File: src/rtl/dram_seq_pkg.sv
package dram_seq_pkg;

   typedef enum logic [3:0] {
      ST_PAUSE,
      ST_CBR_CAS,
      ST_CBR_RAS,
      ST_CBR_PRE,
      ST_IDLE,
      ST_SR_CAS,
      ST_SR_HOLD,
      ST_SR_WAIT,
      ST_SR_LEAD,
      ST_SR_PRE
   } seq_state_t;

   typedef struct packed {
      logic row_n;
      logic col_n;
      logic busy;
   } pins_t;

   // minimum intervals: round up so the limit is never undercut
   function automatic int unsigned cyc_ceil(input int unsigned t_ns, input int unsigned clk_ns);
      return (t_ns + clk_ns - 1) / clk_ns;
   endfunction

   // maximum intervals: round down so the limit is never exceeded
   function automatic int unsigned cyc_floor(input int unsigned t_ns, input int unsigned clk_ns);
      return t_ns / clk_ns;
   endfunction

   function automatic int unsigned max_u(input int unsigned a, input int unsigned b);
      return (a > b) ? a : b;
   endfunction

   function automatic pins_t pins_of(input seq_state_t s);
      pins_t p;
      case (s)
         ST_CBR_CAS, ST_SR_CAS:  p = '{row_n: 1'b1, col_n: 1'b0, busy: 1'b1};
         ST_CBR_RAS, ST_SR_HOLD,
         ST_SR_WAIT:             p = '{row_n: 1'b0, col_n: 1'b0, busy: 1'b1};
         ST_SR_LEAD:             p = '{row_n: 1'b0, col_n: 1'b1, busy: 1'b1};
         ST_IDLE:                p = '{row_n: 1'b1, col_n: 1'b1, busy: 1'b0};
         default:                p = '{row_n: 1'b1, col_n: 1'b1, busy: 1'b1};
      endcase
      return p;
   endfunction

endpackage

File: src/rtl/seq_timer.sv
module seq_timer #(
   parameter int unsigned W       = 8,
   parameter int unsigned RST_VAL = 0
) (
   input  logic         clk,
   input  logic         rst_n,
   input  logic         load,
   input  logic [W-1:0] load_val,
   output logic         expired
);

   if (W < 1 || W > 31) begin : g_bad_width
      $error("seq_timer: W out of range");
   end
   if (RST_VAL >= (32'd1 << W)) begin : g_bad_rst
      $error("seq_timer: RST_VAL does not fit in W bits");
   end

   logic [W-1:0] cnt;

   always_ff @(posedge clk) begin
      if (!rst_n)
         cnt <= W'(RST_VAL);
      else if (load)
         cnt <= load_val;
      else if (cnt != '0)
         cnt <= cnt - 1'b1;
   end

   assign expired = (cnt == '0);

endmodule

File: src/rtl/req_latch.sv
module req_latch #(
   parameter bit CLEAR_WINS = 1'b0
) (
   input  logic clk,
   input  logic rst_n,
   input  logic set,
   input  logic accept,
   input  logic clr,
   output logic pending
);

   logic take;
   assign take = set & accept;

   if (CLEAR_WINS) begin : g_clear_wins
      always_ff @(posedge clk) begin
         if (!rst_n)   pending <= 1'b0;
         else if (clr) pending <= 1'b0;
         else          pending <= pending | take;
      end
   end else begin : g_set_wins
      always_ff @(posedge clk) begin
         if (!rst_n) pending <= 1'b0;
         else        pending <= (pending & ~clr) | take;
      end
   end

endmodule

File: src/rtl/wake_counter.sv
module wake_counter #(
   parameter int unsigned N = 8
) (
   input  logic clk,
   input  logic rst_n,
   input  logic tick,
   output logic last,
   output logic done
);

   localparam int unsigned CW = $clog2(N + 1);

   if (N < 1) begin : g_bad_n
      $error("wake_counter: N must be at least 1");
   end

   logic [CW-1:0] cnt;

   assign last = (cnt == CW'(N - 1));

   always_ff @(posedge clk) begin
      if (!rst_n) begin
         cnt  <= '0;
         done <= 1'b0;
      end else if (tick && !done) begin
         cnt <= cnt + 1'b1;
         if (last) done <= 1'b1;
      end
   end

   // once complete, the flag never drops
   p_done_sticky_r3: assert property (@(posedge clk) disable iff (!rst_n)
      done |=> done);

endmodule

File: src/rtl/dram_init_sref_seq.sv
module dram_init_sref_seq
   import dram_seq_pkg::*;
#(
   parameter int unsigned CLK_NS       = 20,
   parameter int unsigned PAUSE_NS     = 200_000,
   parameter int unsigned SREF_RAS_NS  = 100_000,
   parameter int unsigned SREF_PRE_NS  = 90,
   parameter int unsigned CAS_EARLY_NS = 50,
   parameter int unsigned INIT_CYCLES  = 8,
   parameter int unsigned CSR_CYC      = 1,
   parameter int unsigned RAS_CYC      = 4,
   parameter int unsigned RP_CYC       = 3
) (
   input  logic clk,
   input  logic rst_n,
   input  logic ref_req,
   input  logic sref_enter,
   input  logic sref_exit,
   output logic row_strobe_n,
   output logic col_strobe_n,
   output logic busy,
   output logic init_done
);

   localparam int unsigned PAUSE_CYC = cyc_ceil(PAUSE_NS, CLK_NS);
   localparam int unsigned SRAS_CYC  = cyc_ceil(SREF_RAS_NS, CLK_NS);
   localparam int unsigned SRPS_CYC  = cyc_ceil(SREF_PRE_NS, CLK_NS);
   localparam int unsigned LEAD_CYC  = cyc_floor(CAS_EARLY_NS, CLK_NS);
   localparam int unsigned MAX_LOAD  = max_u(max_u(PAUSE_CYC, SRAS_CYC),
                                            max_u(max_u(SRPS_CYC, LEAD_CYC),
                                                  max_u(max_u(CSR_CYC, RAS_CYC), RP_CYC)));
   localparam int unsigned TW        = $clog2(MAX_LOAD + 1);

   localparam logic [TW-1:0] LD_CSR  = TW'(CSR_CYC - 1);
   localparam logic [TW-1:0] LD_RAS  = TW'(RAS_CYC - 1);
   localparam logic [TW-1:0] LD_RP   = TW'(RP_CYC - 1);
   localparam logic [TW-1:0] LD_SRAS = TW'(SRAS_CYC - 1);
   localparam logic [TW-1:0] LD_SRPS = TW'(SRPS_CYC - 1);
   localparam logic [TW-1:0] LD_LEAD = TW'((LEAD_CYC == 0) ? 0 : LEAD_CYC - 1);

   // elaboration checks on the parameter set
   if (CLK_NS == 0) begin : g_bad_clk
      $error("dram_init_sref_seq: CLK_NS must be nonzero");
   end
   if (INIT_CYCLES < 8) begin : g_bad_init
      $error("dram_init_sref_seq: at least eight wake-up cycles are required");
   end
   if (CSR_CYC < 1 || RAS_CYC < 1 || RP_CYC < 1) begin : g_bad_cbr
      $error("dram_init_sref_seq: refresh cycle phases need at least one cycle");
   end
   if (PAUSE_CYC < 1 || SRAS_CYC <= RAS_CYC || SRPS_CYC < 1) begin : g_bad_sref
      $error("dram_init_sref_seq: derived self-refresh limits out of range");
   end
   if (TW > 31) begin : g_bad_tw
      $error("dram_init_sref_seq: interval counter too wide");
   end

   seq_state_t state, state_nxt, exit_state;
   logic [TW-1:0] tmr_val, exit_val;
   logic tmr_load, tmr_exp;
   logic ref_pend, ref_clr;
   logic ent_pend, ent_clr, ent_ok;
   logic ext_pend, ext_clr, ext_ok;
   logic init_tick, init_last;
   logic in_sref;
   pins_t pins_d;

   // interval timer shared by every phase; reset value covers the power-up pause
   seq_timer #(.W(TW), .RST_VAL(PAUSE_CYC - 1)) u_timer (
      .clk      (clk),
      .rst_n    (rst_n),
      .load     (tmr_load),
      .load_val (tmr_val),
      .expired  (tmr_exp)
   );

   wake_counter #(.N(INIT_CYCLES)) u_wake (
      .clk   (clk),
      .rst_n (rst_n),
      .tick  (init_tick),
      .last  (init_last),
      .done  (init_done)
   );

   assign in_sref = (state inside {ST_SR_CAS, ST_SR_HOLD, ST_SR_WAIT, ST_SR_LEAD, ST_SR_PRE});
   assign ent_ok  = init_done & ~in_sref;
   assign ext_ok  = (state inside {ST_SR_CAS, ST_SR_HOLD, ST_SR_WAIT});

   req_latch #(.CLEAR_WINS(1'b0)) u_ref_hold (
      .clk (clk), .rst_n (rst_n), .set (ref_req), .accept (1'b1),
      .clr (ref_clr), .pending (ref_pend)
   );

   req_latch #(.CLEAR_WINS(1'b0)) u_ent_hold (
      .clk (clk), .rst_n (rst_n), .set (sref_enter), .accept (ent_ok),
      .clr (ent_clr), .pending (ent_pend)
   );

   req_latch #(.CLEAR_WINS(1'b0)) u_ext_hold (
      .clk (clk), .rst_n (rst_n), .set (sref_exit), .accept (ext_ok),
      .clr (ext_clr), .pending (ext_pend)
   );

   // exit path: skip the early column release when the clock is too slow for it
   if (LEAD_CYC == 0) begin : g_no_lead
      assign exit_state = ST_SR_PRE;
      assign exit_val   = LD_SRPS;
   end else begin : g_lead
      assign exit_state = ST_SR_LEAD;
      assign exit_val   = LD_LEAD;
   end

   always_comb begin
      state_nxt = state;
      tmr_load  = 1'b0;
      tmr_val   = '0;
      ref_clr   = 1'b0;
      ent_clr   = 1'b0;
      ext_clr   = 1'b0;
      init_tick = 1'b0;
      case (state)
         ST_PAUSE: if (tmr_exp) begin
            state_nxt = ST_CBR_CAS;
            tmr_load  = 1'b1;
            tmr_val   = LD_CSR;
         end
         ST_CBR_CAS: if (tmr_exp) begin
            state_nxt = ST_CBR_RAS;
            tmr_load  = 1'b1;
            tmr_val   = LD_RAS;
         end
         ST_CBR_RAS: if (tmr_exp) begin
            state_nxt = ST_CBR_PRE;
            tmr_load  = 1'b1;
            tmr_val   = LD_RP;
         end
         ST_CBR_PRE: if (tmr_exp) begin
            if (!init_done) begin
               init_tick = 1'b1;
               if (init_last) begin
                  state_nxt = ST_IDLE;
               end else begin
                  state_nxt = ST_CBR_CAS;
                  tmr_load  = 1'b1;
                  tmr_val   = LD_CSR;
               end
            end else begin
               state_nxt = ST_IDLE;
            end
         end
         ST_IDLE: begin
            if (ref_pend) begin
               state_nxt = ST_CBR_CAS;
               tmr_load  = 1'b1;
               tmr_val   = LD_CSR;
               ref_clr   = 1'b1;
            end else if (ent_pend) begin
               state_nxt = ST_SR_CAS;
               tmr_load  = 1'b1;
               tmr_val   = LD_CSR;
               ent_clr   = 1'b1;
            end
         end
         ST_SR_CAS: if (tmr_exp) begin
            state_nxt = ST_SR_HOLD;
            tmr_load  = 1'b1;
            tmr_val   = LD_SRAS;
         end
         ST_SR_HOLD: if (tmr_exp) begin
            if (ext_pend) begin
               state_nxt = exit_state;
               tmr_load  = 1'b1;
               tmr_val   = exit_val;
               ext_clr   = 1'b1;
            end else begin
               state_nxt = ST_SR_WAIT;
            end
         end
         ST_SR_WAIT: if (ext_pend) begin
            state_nxt = exit_state;
            tmr_load  = 1'b1;
            tmr_val   = exit_val;
            ext_clr   = 1'b1;
         end
         ST_SR_LEAD: if (tmr_exp) begin
            state_nxt = ST_SR_PRE;
            tmr_load  = 1'b1;
            tmr_val   = LD_SRPS;
         end
         ST_SR_PRE: if (tmr_exp) begin
            state_nxt = ST_IDLE;
         end
         default: state_nxt = ST_IDLE;
      endcase
   end

   // strobes are registered from the next state so they change glitch-free at the edge
   assign pins_d = pins_of(state_nxt);

   always_ff @(posedge clk) begin
      if (!rst_n) begin
         state        <= ST_PAUSE;
         row_strobe_n <= 1'b1;
         col_strobe_n <= 1'b1;
         busy         <= 1'b1;
      end else begin
         state        <= state_nxt;
         row_strobe_n <= pins_d.row_n;
         col_strobe_n <= pins_d.col_n;
         busy         <= pins_d.busy;
      end
   end

   // ---------------------------------------------------------------
   // checker state: run-length counters observed at the pins
   // ---------------------------------------------------------------
   logic [TW-1:0] since_rst, lo_run, lead_run;

   always_ff @(posedge clk) begin
      if (!rst_n) begin
         since_rst <= '0;
         lo_run    <= '0;
         lead_run  <= '0;
      end else begin
         if (since_rst != TW'(PAUSE_CYC)) since_rst <= since_rst + 1'b1;
         if (row_strobe_n)          lo_run <= '0;
         else if (lo_run != '1)     lo_run <= lo_run + 1'b1;
         if (row_strobe_n)                        lead_run <= '0;
         else if (col_strobe_n && lead_run != '1) lead_run <= lead_run + 1'b1;
      end
   end

   // no strobe activity inside the power-up pause
   p_quiet_pause_r2: assert property (@(posedge clk) disable iff (!rst_n)
      (since_rst < TW'(PAUSE_CYC)) |-> (row_strobe_n && col_strobe_n));

   // the column strobe is already low when the row strobe falls
   p_col_first_r4: assert property (@(posedge clk) disable iff (!rst_n)
      $fell(row_strobe_n) |-> (!col_strobe_n && !$past(col_strobe_n)));

   // a row-low run is either a refresh pulse or a full self-refresh minimum
   p_sref_min_r8: assert property (@(posedge clk) disable iff (!rst_n)
      $rose(row_strobe_n) |-> (lo_run == TW'(RAS_CYC) || lo_run >= TW'(SRAS_CYC)));

   // early column release at exit never exceeds the allowed lead
   p_exit_lead_r10: assert property (@(posedge clk) disable iff (!rst_n)
      ($rose(row_strobe_n) && lead_run != '0) |-> (lead_run == TW'(LEAD_CYC)));

   // idle means both strobes are released
   p_idle_quiet_r5: assert property (@(posedge clk) disable iff (!rst_n)
      !busy |-> (row_strobe_n && col_strobe_n));

   // busy covers the whole power-up phase
   p_init_busy_r5: assert property (@(posedge clk) disable iff (!rst_n)
      !init_done |-> busy);

endmodule

File: config.mk
export PLATFORM = sky130hd
export DESIGN_NAME = dram_init_sref_seq
export DESIGN_NICKNAME = d
export VERILOG_FILES = /design/src/rtl/dram_seq_pkg.sv /design/src/rtl/seq_timer.sv /design/src/rtl/req_latch.sv /design/src/rtl/wake_counter.sv /design/src/rtl/dram_init_sref_seq.sv
export SDC_FILE = /design/constraint.sdc
export NUM_CORES = 1
export LEC_CHECK = 0
export BUFFER_PORTS_ARGS = -buffer_cell sky130_fd_sc_hd__buf_2
export CORE_AREA = 2 2 73 47
export DETAILED_ROUTE_END_ITERATION = 16
export DIE_AREA = 0 0 75 49
export PLACE_DENSITY = 0.86
export RECOVER_POWER = 50
export SLEW_MARGIN = 20
export SYNTH_ARGS = -nofsm -noshare
export SYNTH_HDL_FRONTEND = slang
export SYNTH_SLANG_ARGS = --single-unit
File: constraint.sdc
create_clock -name clk -period 2.06 [get_ports clk]
set_input_delay 0.309 -clock clk [delete_from_list [all_inputs] [get_ports clk]]
set_output_delay 0.309 -clock clk [all_outputs]
set_load 0.02 [all_outputs]
==> flow_metrics.tcl, run 1 <==
set metrics [dict create \
    fin_cells 265 \
    cpPeakStageDelay_ns 0.50 \
    worst_slew_pin_slew_ns 0.490 \
    final_util_pct 65.8 \
    grt_setup_unrepaired "true" \
    maxSlewHeadroom_pct 67.3 \
    dpl.hpwl_mm 3.21 \
    synth_area_leaders "dfxtp_1 (34%), nor2_1 (5.5%), xnor2_1 (4.6%)" \
    dp_cells 257 \
    insertion_delay_ns 0.28 \
    max_freq_mhz 508 \
    start_util_pct 56.0 \
    drive_gt1_share_pct 24.1 \
    synth-warning-count 0 \
    synth_top_family_by_area "simple AND/OR/NAND/NOR gates" \
    grt_pass1_vias 1388 \
    yosysSeqAreaShare_pct 33.8 \
    track_usage_pct 25.1 \
    clk_pin_slew_ns 0.06 \
    clkPwrFrac_pct 42.9 \
    first_pass_iters 5 \
    crit_fanout 12 \
    nets 227 \
    ioPinCount 9 \
    clkSinkCount 29 \
    comb_power_share_pct 4.1 \
    slew_viol_final 0 \
    cts_tree "yes" \
    synthesis.area_um2 1720 \
    clockRootBuffer "clkbuf_8" \
    synth_mux_area_share_pct 0.583 \
    critPathLaunchType "flop" \
    whs_ns 0.247 \
    dieArea_um2 3680 \
    gp_congestion 0.943 \
    hold_buffers 0 \
    powerDensity_nw_per_um2 539 \
    coreArea_um2 3060 \
    synth_xor_area_share_pct 7.14 \
    area_growth_pct 17.4 \
    vias_per_cell 5.97 \
    peakVddDrop_uv 360 \
    maxCapViolCount 0 \
    cts_buffers 5 \
    grt_pass1_wl_mm 6.77 \
    synth_edf_count 0 \
    yosys.area_share.adder_pct 1.46 \
    diodes 0 \
    final_cell_area_um2 2020 \
    synth_fp_nets 202 \
    setup_violations 0 \
    worstHoldPathType "in2reg" \
    ys_async_sr_fraction_pct 0 \
    finalCritPeriodShare_pct 95.5 \
    synthSimpleGateAreaFrac_pct 32.6 \
    cts_max_path_buffers 2 \
    synth_cell_types 56 \
    ant_nets 0 \
    die_w_um 75 \
    worstSetupPathType "reg2reg" \
    route.detailed.drc 0 \
    dr_total_vias 1581 \
    reg2reg_slack_ns 0.09 \
    cellLeakagePower_nw 0.700 \
    sequentialPowerShare_pct 52.9 \
    syn_inst 195 \
    die_h_um 49 \
    synth-main-ff-cell "dfxtp_1" \
    synth_top_area_cell "dfxtp_1" \
    detail_route.wl_per_cell_um 16.2 \
    avgSynthCellArea_um2 8.80 \
    drtIter0Drc 302 \
    cts.htree.levels 2 \
    rows 16 \
    placed_area_um2 1880 \
    numPortBuffers 8 \
    synth_top_area_share_pct 33.8 \
    period_needed_ns 1.97 \
    layout_commonest_cell "dfxtp_1" \
    synth_seq_cells 29 \
    worstPathCellList "inv_2 > ha_4 > nor2b_1 > and4_4 > or4_4 > o21ai_1 > a211oi_2 > a21oi_1" \
    wl_mm 4.28 \
    arrival_ns 2.19 \
    worstSetupEndpointType "flop" \
    p_int_w 0.000852 \
    finalHoldViolCount 0 \
    critPathRequiredTime_ns 2.28 \
    final_cell_mix "dfxtp_1 (29), nor2_1 (25), buf_4 (19)" \
    clock_skew_ns 0.00317 \
    swShare_pct 21.7 \
    status "completed" \
    grt_antenna_before_repair 0 \
    grt_max_degree 18 \
    power.switching_w 0.000235 \
    crit_path_top_delay_cell "or4_4" \
    grt-ovfl-total 0 \
    synth_compound_area_share_pct 19.5 \
]
## per-layer routing
metal | vias up | share of wire (%) | track usage [%]
met3 | 3 | 13 | 9.92
met2 | 99 | 40 | 29.8
met5 | - | 0 | 0
met4 | 0 | 0.89 | 11.0
li1 | 758 | - | -
met1 | 721 | 47 | 38.3
## flip-flops by register name (all words and copies together) (netlist names)
register	flops
busy	1
u_timer.cnt	14
u_ref_hold.pending	1
u_wake.done	1
row_strobe_n	1
u_wake.cnt	4
state	4
col_strobe_n	1
u_ext_hold.pending	1
u_ent_hold.pending	1
## cell families after synthesis
kind of cell    Yosys count
simple gates             89
fa+ha+maj                 2
flops                    29
compound gates           46
xor+xnor                 14
mux                       1
buf+inv                  14
## path summary, 6_finish.rpt
kind / startpoint / to / cells past startpoint
worst max register to register: u_timer.cnt[0] / u_timer.cnt[9] / 8
worst min register to register: u_wake.cnt[1] / u_wake.cnt[1] / 2
worst max-delay path: u_timer.cnt[0] / u_timer.cnt[9] / 8
worst min-delay path: ref_req / u_ref_hold.pending / 3
## power by group through the flow
stage,clock [W],combinational (W),sequential [W]
4_1_cts,0.000476,0.0000389,0.000574
3_3_place_gp,0,0.0000376,0.000585
2_1_floorplan,0,0.0000268,0.000585
5_1_grt,0.000500,0.0000503,0.000576
6_report,0.000467,0.0000448,0.000575
3_5_place_dp,0,0.0000387,0.000586
## synthesized netlist by cell type, drive strengths merged (3+ instances only)
cell / number
inv: 5
nor3: 15
buf: 5
o21ai: 10
xnor2: 9
nor2b: 3
clkbuf: 4
dfxtp: 29
nand2b: 8
o21a: 3
or4: 4
nand2: 11
nor2: 25
a21oi: 12
xor2: 5
nor4: 5
nand3: 5
## final cells by class
cell class,count,area (um2)
inverters,5,18.8
clock buffers,7,86.3
fillers,264,1050
well taps,45,56.3
repair buffers,27,178
multi-input cells,152,1100
flip-flops and latches,29,581
## worst max-delay path: cells and delay by family, from the launching register on
family	cells	cell delay [ns]
adders and majority gates	1	0.17
AOI/OAI and AO/OA	3	0.38
buffers and inverters	1	0.08
DFF	1	0.38
and+or+nand+nor	3	0.89
## through the flow
stage | setup TNS (ns) | setup WS, ns | power [W]
after detailed placement | 0 | 0.0434 | 0.000625
after global placement | 0 | 0.140 | 0.000623
final | 0 | 0.0919 | 0.00109
after CTS | 0 | 0.0506 | 0.00109
after global routing | -0.0446 | -0.0379 | 0.00113
after floorplan | 0 | 0.231 | 0.000611
## what timing repair did
| item | CTS | global route |
|---|---|---|
| resized for setup | 0 | 9 |
| setup buffers | 0 | 1 |
| setup endpoints to repair | 0 | 15 |
(Power assumes the default switching activity.)
==> run 2, diff against run 1 <==
--- a/config.mk
+++ b/config.mk
@@ -6,10 +6,10 @@
 export NUM_CORES = 1
 export LEC_CHECK = 0
 export BUFFER_PORTS_ARGS = -buffer_cell sky130_fd_sc_hd__buf_2
-export CORE_AREA = 2 2 73 47
+export CORE_AREA = 2 2 83 53
 export DETAILED_ROUTE_END_ITERATION = 16
-export DIE_AREA = 0 0 75 49
-export PLACE_DENSITY = 0.86
+export DIE_AREA = 0 0 85 55
+export PLACE_DENSITY = 0.71
 export RECOVER_POWER = 50
 export SLEW_MARGIN = 20
 export SYNTH_ARGS = -nofsm -noshare
==> flow_metrics.tcl, run 2 (same netlist as run 1, synthesis figures left out) <==
set metrics [dict create \
    period_needed_ns 1.99 \
    status "completed" \
    reg.largest.list "u_timer.cnt: 14 flops, state: 4 flops, u_wake.cnt: 4 flops" \
    clkSinkCount 29 \
    grt_pass1_vias 1397 \
    wl_mm 4.42 \
    nets 230 \
    slew_viol_final 0 \
    reg2reg_slack_ns 0.07 \
    maxCapViolCount 0 \
    die_w_um 85 \
    dieArea_um2 4680 \
    grt_pass1_wl_mm 7.00 \
    worst_slew_pin_slew_ns 0.494 \
    track_usage_pct 20.2 \
    dpl.hpwl_mm 3.20 \
    maxSlewHeadroom_pct 67.1 \
    gp_congestion 0.944 \
    multiInputGateArea_um2 1100 \
    use_met3_pct 8.61 \
    setup_violations 0 \
    crit_fanout 8 \
    clockRootBuffer "clkbuf_8" \
    arrival_ns 2.16 \
    whs_ns 0.242 \
    final_cell_mix "dfxtp_1 (29), nor2_1 (25), buf_4 (21)" \
    powerDensity_nw_per_um2 553 \
    area_growth_pct 20.3 \
    finalCritPeriodShare_pct 96.4 \
    cellLeakagePower_nw 0.724 \
    timing.rr.start "u_timer.cnt[6]" \
    top_register "u_timer.cnt" \
    critPathRequiredTime_ns 2.23 \
    gr-usage-met2_pct 25.0 \
    detail_route.wl_per_cell_um 16.1 \
    start_util_pct 43.6 \
    die_h_um 55 \
    regToRegEndpoint "col_strobe_n" \
    first_pass_iters 5 \
    seq_area_um2 581 \
    cts_buffers 5 \
    fin_tns_setup_ns 0 \
    worstHoldPathType "in2reg" \
    drive_gt1_share_pct 25.0 \
    coreArea_um2 3940 \
    largest_reg_flops 14 \
    crit_path_start "u_timer.cnt[6]" \
    dr_total_vias 1568 \
    max_freq_mhz 503 \
    grt_most_used_layer "met1" \
    rows 18 \
    r2r_cells 7 \
    peakVddDrop_uv 497 \
    grt_antenna_before_repair 0 \
    final_util_pct 52.4 \
    vias_per_cell 5.72 \
    cts_tree "yes" \
    critPathLaunchType "flop" \
    drtIter0Drc 216 \
    numPortBuffers 8 \
    hold_buffers 0 \
    layout_commonest_cell "dfxtp_1" \
    clk_pin_slew_ns 0.06 \
    grt_setup_unrepaired "true" \
    grt-ovfl-total 0 \
    totalPowerFinal_w 0.00114 \
    fillers 373 \
    route.detailed.drc 0 \
    worstSetupPathType "reg2reg" \
    cts.htree.levels 2 \
    use_met1_pct 29.5 \
    worstSetupEndpointType "flop" \
    ioPinCount 9 \
    ant_nets 0 \
    grt_max_degree 16 \
    endpoint "col_strobe_n" \
    clock_skew_ns 0.00559 \
    cts_max_path_buffers 2 \
    finalHoldViolCount 0 \
    diodes 0 \
    insertion_delay_ns 0.28 \
]
==> run 2: cell count changes in the layout (fill, tap and decap cells not counted), sizes merged <==
cell / previous run / this run
clkinv: 0 / 1
clkbuf: 11 / 12
buf: 23 / 25
==> run 2: worst min-delay path by stage <==
| stage | end | slack, ns | cells after the start | startpoint |
|---|---|---|---|---|
| floorplan | u_ref_hold.pending | 0.43 | 2 | ref_req |
| global placement | u_wake.cnt[3] | 0.50 | 2 | u_wake.cnt[3] |
| detailed placement | u_wake.cnt[3] | 0.50 | 2 | u_wake.cnt[3] |
| CTS | u_ref_hold.pending | 0.23 | 3 | ref_req |
| global route | u_ref_hold.pending | 0.31 | 3 | ref_req |
| finish | u_ref_hold.pending | 0.24 | 3 | ref_req |
==> run 2: critical path: stages, from the launching register on <==
cell     delay [ns]
dfxtp_1        0.36
nor4_4         0.46
and4_4         0.38
buf_4          0.17
a21o_2         0.16
o31ai_2        0.09
nor3_1         0.19
a21oi_1        0.06
==> run 2: area by class of cell <==
class	count	area share, %
multi-input cells	152	53.5
flip-flops and latches	29	28.1
repair buffers	30	9.52
clock buffers	7	4.67
well taps	50	3.03
inverters	5	0.909
clock inverters	1	0.242
==> run 2: report_power, final <==
group          switching [W]  internal, W
Combinational      0.0000258    0.0000208
Clock               0.000218     0.000301
Sequential        0.00000794     0.000567
Total               0.000252     0.000889
==> run 2: metrics by stage <==
step | worst slack, ns | instance area (um2) | cells
after global routing | -0.00879 | 2060 | 274
after global placement | 0.116 | 1890 | 262
after CTS | 0.0226 | 1990 | 270
final | 0.0732 | 2060 | 274
after floorplan | 0.231 | 1720 | 195
after detailed placement | 0.0476 | 1890 | 262
==> run 2: repair_timing <==
item	in CTS	in global routing
gates resized for setup	0	8
setup buffers	0	4
endpoints found under the setup margin	0	13
==> run 2: routing by layer <==
| layer | up-vias | wire length [um] |
|---|---|---|
| li1 | 772 | - |
| met1 | 718 | 2220 |
| met2 | 73 | 1590 |
| met3 | 5 | 550 |
| met4 | 0 | 55 |
| met5 | - | 0 |
==> run 3, diff against run 2 <==
--- a/config.mk
+++ b/config.mk
@@ -10,7 +10,7 @@
 export DETAILED_ROUTE_END_ITERATION = 16
 export DIE_AREA = 0 0 85 55
 export PLACE_DENSITY = 0.71
-export RECOVER_POWER = 50
+export RECOVER_POWER = 25
 export SLEW_MARGIN = 20
 export SYNTH_ARGS = -nofsm -noshare
 export SYNTH_HDL_FRONTEND = slang
==> flow_metrics.tcl, run 3 (same netlist as run 1, synthesis figures left out) <==
set metrics [dict create \
    status "completed" \
    grt_pass1_wl_mm 7.00 \
    peakVddDrop_uv 497 \
    crit_fanout 8 \
    sequentialPowerShare_pct 50.4 \
    cts_tree "yes" \
    setup_violations 0 \
    cts.htree.levels 2 \
    worstSetupEndpointType "flop" \
    crit_path_top_delay_cell "nor4_4" \
    p_int_w 0.000889 \
    fin_cells 274 \
    nets 230 \
    period_needed_ns 1.98 \
    numPortBuffers 8 \
    fillers 373 \
    power.switching_w 0.000252 \
    cellLeakagePower_nw 0.725 \
    coreArea_um2 3940 \
    cpPeakStageDelay_ns 0.46 \
    slew_viol_final 0 \
    ant_nets 0 \
    first_pass_iters 4 \
    drtIter0Drc 216 \
    start_util_pct 43.6 \
    clkSinkCount 29 \
    cts_buffers 5 \
    route.detailed.drc 0 \
    maxCapViolCount 0 \
    critPathRequiredTime_ns 2.23 \
    top_register "u_timer.cnt" \
    dr_total_vias 1566 \
    grt_setup_unrepaired "true" \
    powerDensity_nw_per_um2 553 \
    die_w_um 85 \
    insertion_delay_ns 0.28 \
    worst_slew_pin_slew_ns 0.494 \
    clkPwrFrac_pct 45.5 \
    whs_ns 0.242 \
    drive_gt1_share_pct 25.0 \
    clock_skew_ns 0.00558 \
    dp_cells 262 \
    arrival_ns 2.15 \
    area_growth_pct 20.3 \
    diodes 0 \
    finalCritPeriodShare_pct 96.3 \
    worstHoldPathType "in2reg" \
    grt_max_degree 16 \
    track_usage_pct 20.2 \
    worstSetupPathType "reg2reg" \
    grt-ovfl-total 0 \
    worstPathCellList "nor4_4 > and4_4 > buf_4 > a21o_2 > o31ai_2 > nor3_1 > a21oi_1" \
    swShare_pct 22.1 \
    cts_max_path_buffers 2 \
    rows 18 \
    layout_commonest_cell "dfxtp_1" \
    grt_pass1_vias 1397 \
    comb_power_share_pct 4.1 \
    final_cell_mix "dfxtp_1 (29), nor2_1 (25), buf_4 (21)" \
    ioPinCount 9 \
    gp_congestion 0.944 \
    largest_reg_flops 14 \
    reg.largest.list "u_timer.cnt: 14 flops, state: 4 flops, u_wake.cnt: 4 flops" \
    grt_antenna_before_repair 0 \
    dieArea_um2 4680 \
    finalHoldViolCount 0 \
    dpl.hpwl_mm 3.20 \
    hold_buffers 0 \
    totalPowerFinal_w 0.00114 \
    max_freq_mhz 504 \
    wl_mm 4.40 \
    clockRootBuffer "clkbuf_8" \
    clk_pin_slew_ns 0.06 \
    die_h_um 55 \
    vias_per_cell 5.72 \
    maxSlewHeadroom_pct 67.0 \
    detail_route.wl_per_cell_um 16.1 \
    critPathLaunchType "flop" \
]
-- run 3: cell count changes in the layout (fill, tap and decap cells not counted) --
cell    previous run  this run
and2_1             0         1
and2_0             1         0
-- run 3: worst paths after layout --
path         depth (start not counted)  slack [ns]      startpoint                  to
max                                  7        0.08  u_timer.cnt[6]        col_strobe_n
min                                  3        0.24         ref_req  u_ref_hold.pending
max reg2reg                          7        0.08  u_timer.cnt[6]        col_strobe_n
min reg2reg                          2        0.52   u_wake.cnt[3]       u_wake.cnt[3]
-- run 3: area by class of cell --
| type | instances | area [um2] | share of cell area (%) |
|---|---|---|---|
| clock inverter | 1 | 5.00 | 0.242 |
| inverter | 5 | 18.8 | 0.909 |
| multi-input combinational | 152 | 1100 | 53.5 |
| sequential | 29 | 581 | 28.1 |
| clock buffer | 7 | 96.3 | 4.67 |
| tap | 50 | 62.6 | 3.03 |
| timing repair buffer | 30 | 196 | 9.52 |
-- run 3: through the flow --
stage / cell area (um2) / worst slack [ns] / util [%] / TNS, ns
after floorplan: 1720 / 0.231 / - / 0
after global placement: 1890 / 0.116 / 47.9 / 0
after detailed placement: 1890 / 0.0476 / 47.9 / 0
after CTS: 1990 / 0.0226 / 50.5 / 0
after global routing: 2060 / -0.00879 / 52.4 / -0.00879
final: 2060 / 0.0761 / 52.4 / 0
-- run 3: what timing repair did --
| item | CTS | global route |
|---|---|---|
| gates resized for setup | 0 | 8 |
| setup endpoints to repair | 0 | 13 |
| setup buffers | 0 | 4 |
-- run 3: power by group through the flow --
stage	clock network (W)	logic, W	registers (W)
3_3_place_gp	0	0.0000401	0.000586
3_5_place_dp	0	0.0000393	0.000587
6_report	0.000520	0.0000466	0.000575
5_1_grt	0.000560	0.0000510	0.000575
4_1_cts	0.000529	0.0000409	0.000574
2_1_floorplan	0	0.0000268	0.000585
-- run 3: per-layer routing --
layer	routed length, um	vias up	GRT usage (%)	part of all wire [%]
li1	-	773	-	-
met5	0	-	0	0
met2	1580	70	25.0	36
met4	55	0	8.47	1.2
met1	2220	718	29.5	50
met3	543	5	8.61	12
-- run 3: worst max-delay path, delay by kind of cell, from the launching register on --
kind | cells | cell delay, ns
AND/OR/NAND/NOR | 3 | 1.03
flip-flops | 1 | 0.36
AO/OA/AOI/OAI | 3 | 0.31
buffers and inverters | 1 | 0.17
